--- config.mk ---
export PLATFORM = sky130hd
export DESIGN_NAME = tsensor_i2c_target
export DESIGN_NICKNAME = d
export VERILOG_FILES = /design/src/rtl/tsi_pkg.sv /design/src/rtl/tsi_ctrl.sv /design/src/rtl/tsi_datapath.sv /design/src/rtl/tsensor_i2c_target.sv
export SDC_FILE = /design/constraint.sdc
export NUM_CORES = 1
export LEC_CHECK = 0
export ABC_CLOCK_PERIOD_IN_PS = 2560
export CAP_MARGIN = 25
export CELL_PAD_IN_SITES_DETAIL_PLACEMENT = 2
export CELL_PAD_IN_SITES_GLOBAL_PLACEMENT = 2
export CORE_MARGIN = 2
export CORE_UTILIZATION = 42
export CTS_BUF_LIST = sky130_fd_sc_hd__clkbuf_8
export CTS_CLUSTER_DIAMETER = 100
export DETAILED_ROUTE_END_ITERATION = 6
export PLACE_DENSITY = 0.87
export SLEW_MARGIN = 20
export SYNTH_ARGS = -nofsm -noshare
export SYNTH_HDL_FRONTEND = slang
export SYNTH_SLANG_ARGS = --single-unit
--- constraint.sdc ---
create_clock -name clk -period 2.56 [get_ports clk]
set_input_delay 0.768 -clock clk [delete_from_list [all_inputs] [get_ports clk]]
set_output_delay 0.768 -clock clk [all_outputs]
set_load 0.1 [all_outputs]
--- src/rtl/tsi_pkg.sv ---
package tsi_pkg;
  localparam logic [4:0] ADDR_HI = 5'b10010;
  localparam logic [7:0] PTR_MSB = 8'h00;
  localparam logic [7:0] PTR_LSB = 8'h01;

  typedef enum logic [3:0] {
    ST_IDLE, ST_ADDR, ST_ADDR_ACK, ST_PTR, ST_PTR_ACK,
    ST_WR_IGN, ST_TX, ST_TX_ACK, ST_HOLD
  } busState_t;

  typedef struct packed {
    logic ptrWr;   // pointer byte received
    logic txLoad;  // a byte is being fetched for transmission
    logic busBusy; // between START and STOP
  } tsiStrobe_t;
endpackage

--- src/rtl/tsi_ctrl.sv ---
module tsi_ctrl
  import tsi_pkg::*;
#(
  parameter int SYNC_STAGES = 2
) (
  input  logic       clk,
  input  logic       rstN,
  input  logic       sclIn,
  input  logic       sdaIn,
  input  logic       strapA1,
  input  logic       strapA0,
  input  logic [7:0] txByte,
  output tsiStrobe_t strobe,
  output logic [7:0] rxByte,
  output logic       sdaOut,
  output logic       sdaOe,
  output logic       stopDet
);
  logic [SYNC_STAGES-1:0] sclSync, sdaSync;
  logic sclPrev, sdaPrev, sclS, sdaS;
  logic sclRise, sclFall, startDet;

  busState_t  state;
  logic [3:0] bitCnt;
  logic [7:0] shReg, txSh;
  logic       rwBit, ackBit, busy;
  logic       addrHit;

  always_ff @(posedge clk or negedge rstN) begin
    if (!rstN) begin
      sclSync <= '1;
      sdaSync <= '1;
      sclPrev <= 1'b1;
      sdaPrev <= 1'b1;
    end else begin
      sclSync <= {sclSync[SYNC_STAGES-2:0], sclIn};
      sdaSync <= {sdaSync[SYNC_STAGES-2:0], sdaIn};
      sclPrev <= sclSync[SYNC_STAGES-1];
      sdaPrev <= sdaSync[SYNC_STAGES-1];
    end
  end

  assign sclS     = sclSync[SYNC_STAGES-1];
  assign sdaS     = sdaSync[SYNC_STAGES-1];
  assign sclRise  = sclS & ~sclPrev;
  assign sclFall  = ~sclS & sclPrev;
  assign startDet = sclS & sclPrev & sdaPrev & ~sdaS;
  assign stopDet  = sclS & sclPrev & ~sdaPrev & sdaS;
  assign addrHit  = (shReg[7:1] == {ADDR_HI, strapA1, strapA0});

  always_comb begin
    strobe.busBusy = busy;
    strobe.ptrWr   = (state == ST_PTR) && sclFall && (bitCnt == 4'd8);
    strobe.txLoad  = sclFall && (((state == ST_ADDR_ACK) && rwBit) ||
                                 ((state == ST_TX_ACK) && !ackBit));
  end

  assign rxByte = shReg;

  always_ff @(posedge clk or negedge rstN) begin
    if (!rstN) begin
      state  <= ST_IDLE;
      bitCnt <= '0;
      shReg  <= '0;
      txSh   <= '0;
      rwBit  <= 1'b0;
      ackBit <= 1'b1;
      busy   <= 1'b0;
      sdaOe  <= 1'b0;
      sdaOut <= 1'b1;
    end else if (startDet) begin
      state  <= ST_ADDR;
      bitCnt <= '0;
      busy   <= 1'b1;
      sdaOe  <= 1'b0;
    end else if (stopDet) begin
      state  <= ST_IDLE;
      busy   <= 1'b0;
      sdaOe  <= 1'b0;
    end else begin
      case (state)
        ST_ADDR, ST_PTR, ST_WR_IGN: begin
          if (sclRise && bitCnt < 4'd8) begin
            shReg  <= {shReg[6:0], sdaS};
            bitCnt <= bitCnt + 4'd1;
          end else if (sclFall && bitCnt == 4'd8) begin
            bitCnt <= '0;
            if (state == ST_ADDR) begin
              if (addrHit) begin
                state  <= ST_ADDR_ACK;
                rwBit  <= shReg[0];
                sdaOe  <= 1'b1;
                sdaOut <= 1'b0;
              end else begin
                state <= ST_HOLD;
              end
            end else if (state == ST_PTR) begin
              state  <= ST_PTR_ACK;
              sdaOe  <= 1'b1;
              sdaOut <= 1'b0;
            end else begin
              state <= ST_HOLD;
            end
          end
        end
        ST_ADDR_ACK: begin
          if (sclFall) begin
            if (rwBit) begin
              state  <= ST_TX;
              txSh   <= {txByte[6:0], 1'b0};
              sdaOut <= txByte[7];
              sdaOe  <= 1'b1;
              bitCnt <= '0;
            end else begin
              state <= ST_PTR;
              sdaOe <= 1'b0;
            end
          end
        end
        ST_PTR_ACK: begin
          if (sclFall) begin
            state <= ST_WR_IGN;
            sdaOe <= 1'b0;
          end
        end
        ST_TX: begin
          if (sclFall) begin
            if (bitCnt == 4'd7) begin
              state  <= ST_TX_ACK;
              sdaOe  <= 1'b0;
              bitCnt <= '0;
            end else begin
              sdaOut <= txSh[7];
              txSh   <= {txSh[6:0], 1'b0};
              bitCnt <= bitCnt + 4'd1;
            end
          end
        end
        ST_TX_ACK: begin
          if (sclRise) begin
            ackBit <= sdaS;
          end else if (sclFall) begin
            if (!ackBit) begin
              state  <= ST_TX;
              txSh   <= {txByte[6:0], 1'b0};
              sdaOut <= txByte[7];
              sdaOe  <= 1'b1;
              bitCnt <= '0;
            end else begin
              state <= ST_HOLD;
              sdaOe <= 1'b0;
            end
          end
        end
        default: ;
      endcase
    end
  end
endmodule

--- src/rtl/tsi_datapath.sv ---
module tsi_datapath
  import tsi_pkg::*;
#(
  parameter int FIRST_CYCLES  = 600000,
  parameter int PERIOD_CYCLES = 24000000,
  parameter int SAMPLE_W      = 13,
  parameter int WORD_W        = 16
) (
  input  logic                clk,
  input  logic                rstN,
  input  tsiStrobe_t          strobe,
  input  logic [7:0]          rxByte,
  input  logic [SAMPLE_W-1:0] sampleIn,
  output logic [7:0]          txByte,
  output logic [WORD_W-1:0]   tempWord,
  output logic [7:0]          ptrReg
);
  localparam int PAD_W  = WORD_W - SAMPLE_W;
  localparam int MAX_C  = (FIRST_CYCLES > PERIOD_CYCLES) ? FIRST_CYCLES : PERIOD_CYCLES;
  localparam int CNT_W  = $clog2(MAX_C + 1);

  logic [CNT_W-1:0] convCnt;
  logic             convTick;

  assign convTick = (convCnt == '0);

  always_ff @(posedge clk or negedge rstN) begin
    if (!rstN)         convCnt <= CNT_W'(FIRST_CYCLES - 1);
    else if (convTick) convCnt <= CNT_W'(PERIOD_CYCLES - 1);
    else               convCnt <= convCnt - 1'b1;
  end

  always_ff @(posedge clk or negedge rstN) begin
    if (!rstN)
      tempWord <= '0;
    else if (convTick && !strobe.busBusy)
      tempWord <= {sampleIn, {PAD_W{1'b0}}};
  end

  always_ff @(posedge clk or negedge rstN) begin
    if (!rstN)
      ptrReg <= PTR_MSB;
    else if (strobe.ptrWr)
      ptrReg <= rxByte;
    else if (strobe.txLoad && ptrReg == PTR_MSB)
      ptrReg <= PTR_LSB;
  end

  always_comb begin
    case (ptrReg)
      PTR_MSB: txByte = tempWord[WORD_W-1:WORD_W-8];
      PTR_LSB: txByte = tempWord[7:0];
      default: txByte = 8'h00;
    endcase
  end
endmodule

--- src/rtl/tsensor_i2c_target.sv ---
module tsensor_i2c_target
  import tsi_pkg::*;
#(
  parameter int FIRST_CYCLES  = 600000,
  parameter int PERIOD_CYCLES = 24000000,
  parameter int SAMPLE_W      = 13,
  parameter int SYNC_STAGES   = 2
) (
  input  logic                clk,
  input  logic                rstN,
  input  logic                sclIn,
  input  logic                sdaIn,
  output logic                sdaOut,
  output logic                sdaOe,
  input  logic                strapA1,
  input  logic                strapA0,
  input  logic [SAMPLE_W-1:0] sampleIn
);
  localparam int WORD_W = 16;

  tsiStrobe_t        strobe;
  logic [7:0]        rxByte, txByte, ptrReg;
  logic [WORD_W-1:0] tempWord;
  logic              stopDet;

  tsi_ctrl #(.SYNC_STAGES(SYNC_STAGES)) u_ctrl (
    .clk(clk), .rstN(rstN), .sclIn(sclIn), .sdaIn(sdaIn),
    .strapA1(strapA1), .strapA0(strapA0), .txByte(txByte),
    .strobe(strobe), .rxByte(rxByte), .sdaOut(sdaOut), .sdaOe(sdaOe),
    .stopDet(stopDet)
  );

  tsi_datapath #(
    .FIRST_CYCLES(FIRST_CYCLES), .PERIOD_CYCLES(PERIOD_CYCLES),
    .SAMPLE_W(SAMPLE_W), .WORD_W(WORD_W)
  ) u_dp (
    .clk(clk), .rstN(rstN), .strobe(strobe), .rxByte(rxByte),
    .sampleIn(sampleIn), .txByte(txByte), .tempWord(tempWord),
    .ptrReg(ptrReg)
  );
endmodule

==> flow_metrics.py <==
metrics = {
    "worst_setup_path": {
        "path_max_fanout": 6,
        "reg2reg_depth": 7,
        "critPathLaunchType": "flip-flop",
        "crit_path_end_kind": "flip-flop",
        "path_delay_family": "simple AND/OR/NAND/NOR gates",
        "crit_slowest_cell": "or4_1",
        "cp_slowest_stage_delay_ns": 0.51,
        "worst-path-buf-inv": 1,
        "cp_data_required_time_ns": 2.86,
        "crit_chain": "inv_1 > ha_1 > nor4bb_2 > a211oi_2 > a221o_1 > or4_1 > nand3_1",
        "arrival_ns": 2.76,
        "critPathKind": "reg -> reg",
        "cp.depth": 7,
    },
    "worst_hold_path": {
        "hold_class": "in -> async",
    },
    "flow_run": {
        "cap_violations": 0,
    },
    "clock_network": {
        "htree_levels": 3,
        "clkSlewWorstSetupHoldPaths_ns": 0.09,
        "cts_resized": 1,
        "clock-sinks": 80,
        "cts_tree": "built",
        "holdBufCountCts": 0,
        "clk_root_buffer_cell": "clkbuf_8",
        "cts_setup_buffers": 0,
        "clockBufferDepth": 2,
        "cts_made_buffers": 9,
        "insertion_delay_ns": 0.37,
    },
    "sta": {
        "setup_viol": 0,
        "period_share_pct": 95.81,
        "maxSlewViolCount": 0,
        "fmax_mhz": 407.7,
        "rsz0062_at_grt": "false",
        "hold_violations": 0,
        "fin_ws_ns": 0.1072,
        "min_period_ns": 2.453,
        "slew_headroom_pct": 58.30,
        "finalClockSkew_ns": 0.01300,
        "worst_slew_pin_slew_ns": 0.6208,
    },
    "route": {
        "drt_iter0_markers": 79,
        "drc": 0,
        "firstDrtPassIters": 4,
        "num_vias": 2982,
        "wl_per_cell_um": 21.55,
        "vias_per_cell": 5.691,
        "ant_nets": 0,
        "routed_wirelength_um": 11290,
    },
    "synthesis": {
        "synth.cell_area_mm2": 0.003991,
        "synth_most_common_cell": "dfrtp_1",
        "synth_top_family_by_area": "simple AND/OR/NAND/NOR gates",
        "synth.area.mux_share_pct": 9.969,
        "syn_inst": 358,
        "synth_compound_area_share_pct": 11.35,
        "ys_types": 64,
        "yosys_most_used_dff": "dfrtp_1",
        "synth_top_area_share_pct": 36.99,
        "synth_adder_area_share_pct": 0.9404,
        "synth_commonest_cells": "dfrtp_1 (59), nand2_1 (27), nor2_1 (27)",
        "syn_avg_cell_area_um2": 11.15,
        "ys_seq_area_share_pct": 50.82,
        "synthesis.nets": 380,
        "synth_xor_area_share_pct": 5.266,
        "synth-seq-cells": 80,
        "async_flop_share_pct": 100.0,
        "yosys.area_share.simple_pct": 19.22,
        "synth_area_leader_cell": "dfrtp_1",
        "synth_edf_count": 0,
        "yosys-top-cells-area": "dfrtp_1 (37%), dfstp_2 (14%), mux2_2 (5.1%), mux2_1 (3.4%), xor2_1 (3.1%)",
        "synthesis.yosys.warnings": 0,
    },
    "final_layout": {
        "antenna_cells": 0,
        "area_growth_pct": 16.40,
        "nFillCells": 908,
        "layout-drive-gt1-share_pct": 23.80,
        "final_nets": 412,
        "final_util_pct": 50.28,
    },
    "global_route": {
        "grt_overflow": 0,
        "grt_max_degree": 43,
        "antenna_found_initial": 0,
        "grt_pass1_vias": 3297,
        "grtUsageTotal_pct": 24.22,
        "grt_pass1_wl_um": 18620,
    },
    "status": {
        "status": "finished clean",
    },
    "power_and_ir_drop": {
        "leakagePower_nw": 1.874,
        "ir_drop_mv": 0.4561,
        "power_density_mw_per_mm2": 709.7,
    },
    "floorplan": {
        "fp.dieH_um": 101.5,
        "coreArea_mm2": 0.009240,
        "start_util_pct": 43.20,
        "die_area_mm2": 0.01030,
        "io_pins": 21,
        "rows": 35,
        "die_w_um": 101.5,
    },
    "placement": {
        "placement.io_buffers": 20,
        "globalplace.congestion": 0.8282,
        "hpwl_um": 7752,
        "pre_cts_ws_ns": -0.03588,
    },
}
through the flow:
stage | hold WS, ns | instance area [um2] | std cells | power, W | TNS, ns
after floorplan | 0.3452 | 3991 | 358 | 0.001963 | 0
after global placement | 0.3467 | 4394 | 508 | 0.002169 | 0
after detailed placement | 0.3544 | 4394 | 508 | 0.002222 | -0.03588
after CTS | 0.3692 | 4627 | 524 | 0.003333 | 0
after global routing | 0.3717 | 4646 | 524 | 0.003454 | 0
final | 0.3659 | 4646 | 524 | 0.003297 | 0
logic make-up after synthesis:
| group | after synthesis |
|---|---|
| adder cells (fa/ha/maj) | 3 |
| multiplexers | 36 |
| AND/OR/NAND/NOR | 126 |
| buffers and inverters | 24 |
| AO/OA/AOI/OAI | 65 |
| flip-flops | 80 |
| XOR/XNOR | 24 |
registers in the layout, indices dropped and copies added, names as in the netlist:
signal	flops
u_ctrl.state	4
u_ctrl.txSh	7
u_dp.ptrReg	8
u_dp.tempWord	13
u_ctrl.sdaOut	1
u_ctrl.rwBit	1
u_ctrl.sdaPrev	1
u_ctrl.bitCnt	4
u_ctrl.sdaSync	2
u_ctrl.rxByte	8
u_ctrl.sdaOe	1
u_ctrl.busy	1
u_ctrl.ackBit	1
u_ctrl.sclSync	2
u_dp.convCnt	25
u_ctrl.sclPrev	1
layout by cell type (no fill, tap or decap), drive strengths merged, types with 9 or more instances in the layout:
cell type and instances:
buf 17, clkdlybuf4s50 17, xor2 14, xnor2 10, a21oi 10, inv 12
nand2 27, dfrtp 59, mux2 30, nor2 27, nand3 12, dfstp 21
nor3 9, clkbuf 10, o21ai 17
path summary, 6_finish.rpt:
| check | startpoint | endpoint | slack [ns] |
|---|---|---|---|
| hold reg to reg | u_ctrl.sclSync[0] | u_ctrl.sclSync[1] | 0.37 |
| max in group asynchronous | rstN | u_dp.convCnt[13] | 1.49 |
| hold / removal | rstN | u_dp.tempWord[12] | 0.37 |
| min in group clk | u_ctrl.sclSync[0] | u_ctrl.sclSync[1] | 0.37 |
| setup reg to reg | u_ctrl.bitCnt[0] | u_ctrl.bitCnt[3] | 0.11 |
| setup / recovery | u_ctrl.bitCnt[0] | u_ctrl.bitCnt[3] | 0.11 |
layer usage:
| metal | track usage (%) | wire length (um) | vias to the layer above |
|---|---|---|---|
| li1 | - | - | 1352 |
| met1 | 30.12 | 4829 | 1575 |
| met2 | 41.82 | 5979 | 40 |
| met3 | 4.900 | 245 | 15 |
| met4 | 8.836 | 239 | 0 |
| met5 | 0 | 0 | - |
final cells by class:
class | count | area (um2) | share of cell area (%)
clock inverter | 6 | 90.09 | 1.939
multi-input combinational | 254 | 1889 | 40.67
tap | 129 | 161.4 | 3.474
inverter | 11 | 41.29 | 0.8888
clock buffer | 10 | 137.6 | 2.963
timing repair buffer | 34 | 297.8 | 6.410
sequential | 80 | 2028 | 43.66
report_power, final:
group / internal, W / leakage [nW] / switching, W
Combinational: 0.000281 / 0.807 / 0.000400
Sequential: 0.00140 / 0.954 / 0.000148
Clock: 0.000579 / 0.113 / 0.000487
Power figures use the tool's default switching activity.
